<file path="config.mk">
export PLATFORM = sky130hd
export DESIGN_NAME = dslot_resolver
export DESIGN_NICKNAME = d
export VERILOG_FILES = /design/src/rtl/dsr_pkg.sv /design/src/rtl/dsr_decode.sv /design/src/rtl/dsr_target.sv /design/src/rtl/dsr_outreg.sv /design/src/rtl/dslot_resolver.sv
export SDC_FILE = /design/constraint.sdc
export NUM_CORES = 1
export LEC_CHECK = 0
export ABC_AREA = 1
export BUFFER_PORTS_ARGS = -buffer_cell sky130_fd_sc_hd__clkbuf_2
export CAP_MARGIN = 20
export CORE_MARGIN = 1
export CORE_UTILIZATION = 30
export CTS_CLUSTER_DIAMETER = 50
export DETAILED_ROUTE_END_ITERATION = 7
export SLEW_MARGIN = 20
export SYNTH_ARGS = -nofsm -noshare
export SYNTH_HDL_FRONTEND = slang
export SYNTH_SLANG_ARGS = --single-unit
</file>
<file path="constraint.sdc">
create_clock -name clk -period 4.1 [get_ports clk]
set_input_delay 0.82 -clock clk [delete_from_list [all_inputs] [get_ports clk]]
set_output_delay 0.82 -clock clk [all_outputs]
set_load 0.03 [all_outputs]
</file>
<file path="src/rtl/dsr_pkg.sv">
package dsr_pkg;

  localparam int XLEN   = 32;
  localparam int RIDX_W = 5;
  localparam int OPC_W  = 6;
  localparam int IMM_W  = 26;
  localparam int ILEN   = 4;

  localparam logic [OPC_W-1:0] OPC_JMP     = 6'h00;
  localparam logic [OPC_W-1:0] OPC_JMP_LNK = 6'h01;
  localparam logic [OPC_W-1:0] OPC_BR_CLR  = 6'h03;
  localparam logic [OPC_W-1:0] OPC_BR_SET  = 6'h04;
  localparam logic [OPC_W-1:0] OPC_IND     = 6'h11;
  localparam logic [OPC_W-1:0] OPC_IND_LNK = 6'h12;

  typedef enum logic [2:0] {
    K_STEP,
    K_JUMP,
    K_JUMP_LINK,
    K_BRANCH,
    K_REG,
    K_REG_LINK
  } kind_e;

  typedef struct packed {
    logic [XLEN-1:0]   pc;
    logic              lwe;
    logic [RIDX_W-1:0] lidx;
    logic [XLEN-1:0]   ldata;
  } result_t;

  function automatic kind_e classify(input logic [OPC_W-1:0] opc);
    case (opc)
      OPC_JMP:              return K_JUMP;
      OPC_JMP_LNK:          return K_JUMP_LINK;
      OPC_BR_CLR, OPC_BR_SET: return K_BRANCH;
      OPC_IND:              return K_REG;
      OPC_IND_LNK:          return K_REG_LINK;
      default:              return K_STEP;
    endcase
  endfunction

  function automatic logic [XLEN-1:0] rel_target(input logic [XLEN-1:0] pc,
                                                 input logic [IMM_W-1:0] imm);
    logic signed [XLEN-1:0] d;
    d = $signed({imm, {(XLEN-IMM_W){1'b0}}}) >>> (XLEN - IMM_W - 2);
    return pc + d;
  endfunction

  function automatic logic [XLEN-1:0] step_pc(input logic [XLEN-1:0] pc,
                                              input int unsigned n);
    return pc + XLEN'(n * ILEN);
  endfunction

  function automatic logic [XLEN-1:0] link_value(input logic [XLEN-1:0] tgt);
    return tgt + XLEN'(2 * ILEN);
  endfunction

endpackage

</file>
<file path="src/rtl/dsr_decode.sv">
module dsr_decode
  import dsr_pkg::*;
(
  input  logic [OPC_W-1:0]  opc,
  input  logic              in_dslot,
  input  logic              cond_flag,
  output kind_e             kind,
  output logic              taken
);

  kind_e raw_kind;

  always_comb begin
    raw_kind = classify(opc);
    kind     = in_dslot ? raw_kind : K_STEP;
    // 0x04 follows the flag, 0x03 inverts it
    taken    = (opc == OPC_BR_SET) ? cond_flag : !cond_flag;
  end

  // unknown opcodes never classify as a redirect
  always_comb begin
    if (opc != OPC_JMP && opc != OPC_JMP_LNK && opc != OPC_BR_CLR &&
        opc != OPC_BR_SET && opc != OPC_IND && opc != OPC_IND_LNK)
      p_other_step_r8: assert (kind == K_STEP);
  end

endmodule

</file>
<file path="src/rtl/dsr_target.sv">
module dsr_target
  import dsr_pkg::*;
#(
  parameter int LINK_REG = 9
) (
  input  logic [XLEN-1:0]   pc,
  input  logic [IMM_W-1:0]  imm,
  input  logic [RIDX_W-1:0] src_idx,
  input  logic [XLEN-1:0]   rf_rdata,
  input  kind_e             kind,
  input  logic              taken,
  output result_t           res
);

  logic [XLEN-1:0] rel_pc;
  logic [XLEN-1:0] reg_val;
  logic [XLEN-1:0] nxt;
  logic            want_link;
  logic            link_en;

  assign rel_pc  = rel_target(pc, imm);
  // register 0 reads as zero
  assign reg_val = (src_idx == '0) ? '0 : rf_rdata;

  always_comb begin
    want_link = 1'b0;
    case (kind)
      K_JUMP:      nxt = rel_pc;
      K_JUMP_LINK: begin nxt = rel_pc; want_link = 1'b1; end
      K_BRANCH:    nxt = taken ? rel_pc : step_pc(pc, 2);
      K_REG:       nxt = reg_val;
      K_REG_LINK:  begin nxt = reg_val; want_link = 1'b1; end
      default:     nxt = step_pc(pc, 1);
    endcase
  end

  // writes to register 0 are dropped
  generate
    if (LINK_REG == 0) begin : g_nolink
      assign link_en = 1'b0;
    end else begin : g_link
      assign link_en = want_link;
    end
  endgenerate

  always_comb begin
    res.pc    = nxt;
    res.lwe   = link_en;
    res.lidx  = RIDX_W'(LINK_REG);
    res.ldata = link_value(nxt);
  end

  // a plain step never links and always advances one instruction
  always_comb begin
    if (kind == K_STEP)
      p_step_plain_r1: assert (!res.lwe && res.pc == pc + XLEN'(ILEN));
  end

endmodule

</file>
<file path="src/rtl/dsr_outreg.sv">
module dsr_outreg
  import dsr_pkg::*;
(
  input  logic    clk,
  input  logic    rst,
  input  logic    in_valid,
  output logic    in_ready,
  input  result_t res_d,
  output logic    out_valid,
  input  logic    out_ready,
  output result_t res_q
);

  logic    v_q;
  logic    load;

  assign in_ready  = !v_q || out_ready;
  assign load      = in_valid && in_ready;
  assign out_valid = v_q;

  always_ff @(posedge clk) begin
    if (rst) begin
      v_q <= 1'b0;
    end else if (load) begin
      v_q <= 1'b1;
    end else if (out_ready) begin
      v_q <= 1'b0;
    end
  end

  always_ff @(posedge clk) begin
    if (load) res_q <= res_d;
  end

  p_hold_r9: assert property (@(posedge clk) disable iff (rst)
    out_valid && !out_ready |=> out_valid && $stable(res_q));

  p_load_src_r9: assert property (@(posedge clk) disable iff (rst)
    $rose(out_valid) |-> $past(in_valid));

  p_link_data_r6: assert property (@(posedge clk) disable iff (rst)
    out_valid && res_q.lwe |-> res_q.ldata == res_q.pc + XLEN'(2 * ILEN));

endmodule

</file>
<file path="src/rtl/dslot_resolver.sv">
module dslot_resolver
  import dsr_pkg::*;
#(
  parameter int LINK_REG = 9
) (
  input  logic              clk,
  input  logic              rst,
  input  logic              in_valid,
  output logic              in_ready,
  input  logic [XLEN-1:0]   cur_pc,
  input  logic [XLEN-1:0]   insn,
  input  logic              in_dslot,
  input  logic              cond_flag,
  output logic [RIDX_W-1:0] rf_raddr,
  input  logic [XLEN-1:0]   rf_rdata,
  output logic              out_valid,
  input  logic              out_ready,
  output logic [XLEN-1:0]   next_pc,
  output logic              link_we,
  output logic [RIDX_W-1:0] link_idx,
  output logic [XLEN-1:0]   link_data
);

  kind_e   kind;
  logic    taken;
  result_t res_d;
  result_t res_q;

  assign rf_raddr = insn[15:11];

  dsr_decode u_dec (
    .opc       (insn[31:26]),
    .in_dslot  (in_dslot),
    .cond_flag (cond_flag),
    .kind      (kind),
    .taken     (taken)
  );

  dsr_target #(.LINK_REG(LINK_REG)) u_tgt (
    .pc       (cur_pc),
    .imm      (insn[25:0]),
    .src_idx  (rf_raddr),
    .rf_rdata (rf_rdata),
    .kind     (kind),
    .taken    (taken),
    .res      (res_d)
  );

  dsr_outreg u_reg (
    .clk       (clk),
    .rst       (rst),
    .in_valid  (in_valid),
    .in_ready  (in_ready),
    .res_d     (res_d),
    .out_valid (out_valid),
    .out_ready (out_ready),
    .res_q     (res_q)
  );

  assign next_pc   = res_q.pc;
  assign link_we   = out_valid && res_q.lwe;
  assign link_idx  = res_q.lidx;
  assign link_data = res_q.ldata;

  p_link_idx_r3: assert property (@(posedge clk) disable iff (rst)
    link_we |-> link_idx == RIDX_W'(LINK_REG));

endmodule

</file>
==> results.sh, run 1 <==
export IMPL_yosys_area_top_type="edfxtp_1"
export IMPL_gp_congestion=0.989
export IMPL_routed_wl_mm=29.2
export IMPL_slew_headroom=0.565
export IMPL_setup_viol=0
export IMPL_clkLatencyLatePin_ns=0.33
export IMPL_p_comb_frac=0.368
export IMPL_pre_cts_ws_ns=0.0597
export IMPL_status="finished clean"
export IMPL_synth_seq_area_share=0.226
export IMPL_syn_inst=1355
export IMPL_final_common_cell="nand2_1"
export IMPL_antenna_found_initial=0
export IMPL_hpwlAfterDp_mm=25.0
export IMPL_cts_tree="built"
export IMPL_finalInstanceArea_um2=9370
export IMPL_gr_usage_met1=0.278
export IMPL_power_frac_clock=0.300
export IMPL_period_share=0.916
export IMPL_tightest_slew_ns=0.653
export IMPL_drc=0
export IMPL_switchingPower_uw=903
export IMPL_layout_min_cycle_time_ns=3.76
export IMPL_cts_hold_buf=0
export IMPL_path_clk_slew_ns=0.05
export IMPL_p_seq_frac=0.331
export IMPL_design_core_area_um2=27100
export IMPL_p_leak_nw=4.85
export IMPL_drv_cap=0
export IMPL_port_buffers=173
export IMPL_setup_tns_ns=0
export IMPL_ir_drop_mv=0.198
export IMPL_syn_area_um2=8330
export IMPL_post_cts_buffers=0
export IMPL_avgSynthCellArea_um2=6.15
export IMPL_initial_core_util=0.307
export IMPL_crit_path_end_kind="flop"
export IMPL_fin_nets=1599
export IMPL_final_layout_size_suffix_gt1_frac=0.191
export IMPL_hold_path_class="flop to flop"
export IMPL_final_util=0.346
export IMPL_p_int_mw=1.49
export IMPL_grt_pass1_wl_mm=44.9
export IMPL_grt_max_degree=53
export IMPL_yosys_register_bits=63
export IMPL_path_class="primary input to flop"
export IMPL_yosys_mux_area_fraction=0
export IMPL_crit_arrival_ns=3.83
export IMPL_num_antenna_cells=0
export IMPL_final_cell_mix="nand2_1, inv_1, clkbuf_2"
export IMPL_dieArea_um2=28400
export IMPL_cts_root_buf="clkbuf_16"
export IMPL_route_detailed_wl_per_inst_um=15.9
export IMPL_fmax_mhz=266
export IMPL_num_vias=8728
export IMPL_sw_frac_of_total=0.377
export IMPL_rsz0062_at_grt="no"
export IMPL_netlist_area_leader_share=0.223
export IMPL_finalHoldViolations=0
export IMPL_synthXorXnorAreaFrac=0.0526
export IMPL_area_growth_syn_to_layout_pct=12.5
export IMPL_grt_use_met2=0.345
export IMPL_layout_setup_ws_ns=0.343
export IMPL_power_density_nw_per_um2=256
export IMPL_dieWidth_um=169
export IMPL_antenna_left=0
export IMPL_async_flop_share=0
export IMPL_met3_usage=0.0196
export IMPL_ctsResizeCount=0
export IMPL_drtPass1Iterations=5
export IMPL_synth_compound_area_frac=0.0371
export IMPL_cts_buffers=9
export IMPL_yosysUniqueCellTypes=37
export IMPL_startpoint_type="primary input"
export IMPL_clockBufferDepth=2
export IMPL_grt_busiest_layer="met2"
export IMPL_synth_adder_area_share=0.0505
export IMPL_synthSimpleGateAreaFrac=0.456
export IMPL_gr_total_overflow=0
export IMPL_yosysWarnings=0
export IMPL_ios=179
export IMPL_cts_sinks=63
export IMPL_critPathRequiredTime_ns=4.18
export IMPL_h_tree_depth=3
export IMPL_synth_edf_count=62
export IMPL_skew_ns=0.00317
export IMPL_cp_max_fo=7
export IMPL_drt_iter0_markers=709
export IMPL_rows=60
export IMPL_synth_flop_cell="edfxtp_1"
export IMPL_synth_area_top_cells="edfxtp_1, nand2_1, inv_1"
export IMPL_placedInstanceArea_um2=9090
export IMPL_synth_top_family_by_area="simple AND/OR/NAND/NOR gates"
export IMPL_grt_usage=0.206
export IMPL_slew_viol_final=0
export IMPL_grt_pass1_vias=8226
export IMPL_die_h_um=169
export IMPL_vias_per_cell=4.75
export IMPL_fillers=3029
==> sequential cells by signal (all words and copies together), names as in the netlist <==
register         count
u_reg.res_q         62
u_reg.out_valid      1
==> stage by stage <==
stage | cells | power (mW) | hold slack (ns)
after detailed placement | 1825 | 1.68 | 0.569
after global placement | 1825 | 1.67 | 0.539
final | 1839 | 2.40 | 0.565
after CTS | 1839 | 2.41 | 0.576
after global routing | 1839 | 2.52 | 0.608
after floorplan | 1358 | 1.45 | 0.857
==> synthesized netlist by cell type (3+ instances only) <==
cell	count
nand4_2	7
nor3_1	14
nor2_4	8
nand4_1	31
nor2_2	25
inv_1	211
buf_4	78
buf_2	5
a21oi_1	37
inv_2	4
nor2_1	128
xor2_1	41
o21ai_1	3
xnor2_1	9
nand2_2	18
nand3_2	15
nand3b_1	4
o21ai_0	12
ha_1	32
buf_6	5
edfxtp_1	62
nand2_1	468
nand3_1	119
==> cell type report <==
class	count	area, um^2	share of cell area
clock buffers	9	225	0.0240
repair buffers	183	941	0.100
clock inverters	5	51.3	0.00547
inverters	216	812	0.0866
flip-flops and latches	63	1880	0.201
well taps	372	465	0.0497
multi-input cells	991	4990	0.533
==> worst paths after layout <==
path / depth (start not counted) / slack [ns] / end / from
setup / recovery: 19 / 0.34 / u_reg.res_q[25]$_DFFE_PP_ / cur_pc[2]
hold / removal: 2 / 0.57 / u_reg.out_valid$_SDFFE_PP0P_ / u_reg.out_valid$_SDFFE_PP0P_
setup reg to reg: 2 / 2.37 / u_reg.res_q[19]$_DFFE_PP_ / u_reg.out_valid$_SDFFE_PP0P_
hold reg to reg: 2 / 0.57 / u_reg.out_valid$_SDFFE_PP0P_ / u_reg.out_valid$_SDFFE_PP0P_
==> power by group through the flow <==
| stage | registers, mW | logic (mW) | clock network [mW] |
|---|---|---|---|
| global placement | 0.810 | 0.865 | 0 |
| global route | 0.799 | 0.974 | 0.752 |
| finish | 0.794 | 0.882 | 0.719 |
| floorplan | 0.800 | 0.652 | 0 |
| CTS | 0.796 | 0.875 | 0.736 |
| detailed placement | 0.809 | 0.872 | 0 |
==> worst max-delay path, stage by stage <==
cell and delay (ns):
clkbuf_2 0.20, ha_1 0.38, fa_1 0.48, nand3_1 0.11, nand3_1 0.15, nand2_1 0.12
nand2_1 0.10, nand3_1 0.15, nand3_1 0.09, nand2_1 0.13, nand2_1 0.06, nand3_1 0.10
nand2_1 0.14, nor2_1 0.16, nand2_1 0.09, nor2_1 0.26, nand3_1 0.12, nand2_1 0.08
nand2_1 0.06
==> per-layer routing <==
layer  share of wire  routed length (um)
met3           0.064                1880
met4           0.028                 815
met1            0.45               13000
met2            0.46               13500
met5               0                   0
==> logic make-up after synthesis <==
logic type      count (synthesis)
simple gates                  845
buf+inv                       304
flops                          63
compound gates                 58
xor+xnor                       50
fa+ha+maj                      33
other cells                     2
No activity file was read; power rests on OpenSTA's default activity.
==> run 2, diff against run 1 <==
==> constraint.sdc (replaced) <==
create_clock -name clk -period 4.1 [get_ports clk]
set_input_delay 0.615 -clock clk [delete_from_list [all_inputs] [get_ports clk]]
set_output_delay 0.615 -clock clk [all_outputs]
set_load 0.03 [all_outputs]
==> results.sh, run 2 (same netlist as run 1, synthesis figures left out) <==
export IMPL_status="finished clean"
export IMPL_finalInstanceArea_um2=9350
export IMPL_timing_rr_start="u_reg.out_valid$_SDFFE_PP0P_"
export IMPL_setup_tns_ns=0
export IMPL_hold_end="u_reg.out_valid$_SDFFE_PP0P_"
export IMPL_slew_viol_final=0
export IMPL_critPathTopFamily="simple AND/OR/NAND/NOR gates"
export IMPL_vias_per_cell=4.67
export IMPL_antenna_left=0
export IMPL_cts_hold_buf=0
export IMPL_final_layout_size_suffix_gt1_frac=0.190
export IMPL_grt_max_degree=58
export IMPL_fillers=3059
export IMPL_gp_congestion=0.954
export IMPL_gr_total_overflow=0
export IMPL_rows=60
export IMPL_final_cell_mix="nand2_1, inv_1, clkbuf_2"
export IMPL_clkLatencyLatePin_ns=0.33
export IMPL_grt_pass1_wl_mm=43.9
export IMPL_critPathRequiredTime_ns=4.17
export IMPL_r2r_end="u_reg.res_q[19]$_DFFE_PP_"
export IMPL_p_leak_nw=4.83
export IMPL_dieArea_um2=28400
export IMPL_path_clk_slew_ns=0.05
export IMPL_crit_path_cell_trace="clkbuf_2, ha_1, nand2_1, inv_1, nand2_1, nor2_1, nand4_1, nand4_1, nand3_1, nand3_1, nand2_1, nor2_1, nand2_1, nor2_2, nand3_1, nand2_1, nand2_1"
export IMPL_die_h_um=169
export IMPL_initial_core_util=0.307
export IMPL_rsz0062_at_grt="no"
export IMPL_hpwlAfterDp_mm=25.0
export IMPL_grt_usage=0.203
export IMPL_clockBufferDepth=2
export IMPL_drc=0
export IMPL_cp_max_fo=5
export IMPL_ios=179
export IMPL_fmax_mhz=301
export IMPL_drtPass1Iterations=5
export IMPL_holdPathStages=2
export IMPL_setup_viol=0
export IMPL_startpoint_type="primary input"
export IMPL_cts_root_buf="clkbuf_16"
export IMPL_hp_start="rst"
export IMPL_crit_slowest_cell="ha_1"
export IMPL_fin_nets=1597
export IMPL_grt_pass1_vias=8058
export IMPL_dieWidth_um=169
export IMPL_skew_ns=0.00508
export IMPL_area_growth_syn_to_layout_pct=12.2
export IMPL_power_density_nw_per_um2=250
export IMPL_port_buffers=173
export IMPL_crit_path_end_kind="flop"
export IMPL_cts_tree="built"
export IMPL_hold_path_class="primary input to flop"
export IMPL_path_buf_inv=2
export IMPL_design_core_area_um2=27100
export IMPL_drt_iter0_markers=557
export IMPL_path_class="primary input to flop"
export IMPL_ctsResizeCount=0
export IMPL_post_cts_buffers=0
export IMPL_slowest_delay_ns=0.43
export IMPL_crit_arrival_ns=3.39
export IMPL_finalHoldViolations=0
export IMPL_rrSetupSlack_ns=2.48
export IMPL_ir_drop_mv=0.172
export IMPL_top_register="u_reg.res_q"
export IMPL_largest_register_ffs=62
export IMPL_num_vias=8584
export IMPL_num_antenna_cells=0
export IMPL_tightest_slew_ns=0.715
export IMPL_drv_cap=0
export IMPL_h_tree_depth=3
export IMPL_crit_top_cell="nand2_1"
export IMPL_route_detailed_wl_per_inst_um=15.6
export IMPL_antenna_found_initial=0
export IMPL_layout_min_cycle_time_ns=3.33
export IMPL_final_common_cell="nand2_1"
export IMPL_routed_wl_mm=28.8
export IMPL_placedInstanceArea_um2=9080
export IMPL_reg2reg_depth=2
export IMPL_cts_buffers=9
export IMPL_period_share=0.811
export IMPL_cts_sinks=63
export IMPL_slew_headroom=0.523
==> run 2: changes by cell type in the layout (fill, tap and decap cells not counted) <==
cell,change
clkinvlp_4,+1
buf_4,-2
bufinv_16,-1
clkinv_4,+1
clkbuf_1,+1
==> run 2: worst max-delay path by stage <==
| stage | endpoint | cells after the start | start |
|---|---|---|---|
| 2_1_floorplan | u_reg.res_q[19]$_DFFE_PP_ | 18 | insn[30] |
| 3_3_place_gp | u_reg.res_q[28]$_DFFE_PP_ | 17 | cur_pc[14] |
| 3_5_place_dp | u_reg.res_q[20]$_DFFE_PP_ | 17 | cur_pc[16] |
| 4_1_cts | u_reg.res_q[20]$_DFFE_PP_ | 17 | cur_pc[16] |
| 5_1_grt | u_reg.res_q[20]$_DFFE_PP_ | 17 | cur_pc[18] |
| 6_report | u_reg.res_q[29]$_DFFE_PP_ | 17 | cur_pc[16] |
==> run 2: layer usage <==
layer  part of all wire  track usage
met2               0.48        0.358
met3              0.052       0.0182
met5                  0            0
met4              0.019       0.0494
met1               0.45        0.265
==> run 2: where the power goes <==
group	total, mW	switching, mW	internal (mW)	leakage (nW)
sequential	0.791	0.0162	0.775	0.609
combinational	0.876	0.619	0.257	4.10
clock	0.670	0.266	0.405	0.126
==> run 2: area by class of cell <==
class	instances	area, um^2	share of cell area
inverter	216	812	0.0869
sequential	63	1880	0.201
timing repair buffer	181	926	0.0991
clock buffer	10	229	0.0245
tap	372	465	0.0498
clock inverter	6	37.5	0.00402
multi-input combinational	991	4990	0.534
==> run 2: metrics by stage <==
| step | utilization | hold WS, ns | power (mW) | instances | setup WS [ns] |
|---|---|---|---|---|---|
| detailed placement | 0.335 | 0.549 | 1.68 | 1823 | 0.465 |
| CTS | 0.345 | 0.433 | 2.35 | 1839 | 0.806 |
| floorplan | - | 0.684 | 1.45 | 1358 | 1.18 |
| global route | 0.345 | 0.437 | 2.48 | 1839 | 0.459 |
| finish | 0.345 | 0.440 | 2.34 | 1839 | 0.774 |
| global placement | 0.335 | 0.538 | 1.67 | 1823 | 0.459 |
==> run 2: worst reg2reg max path, cell delays in order, from the launching register on <==
cell and delay (ns):
dfxtp_1 0.35, a21oi_4 0.25, buf_4 0.60
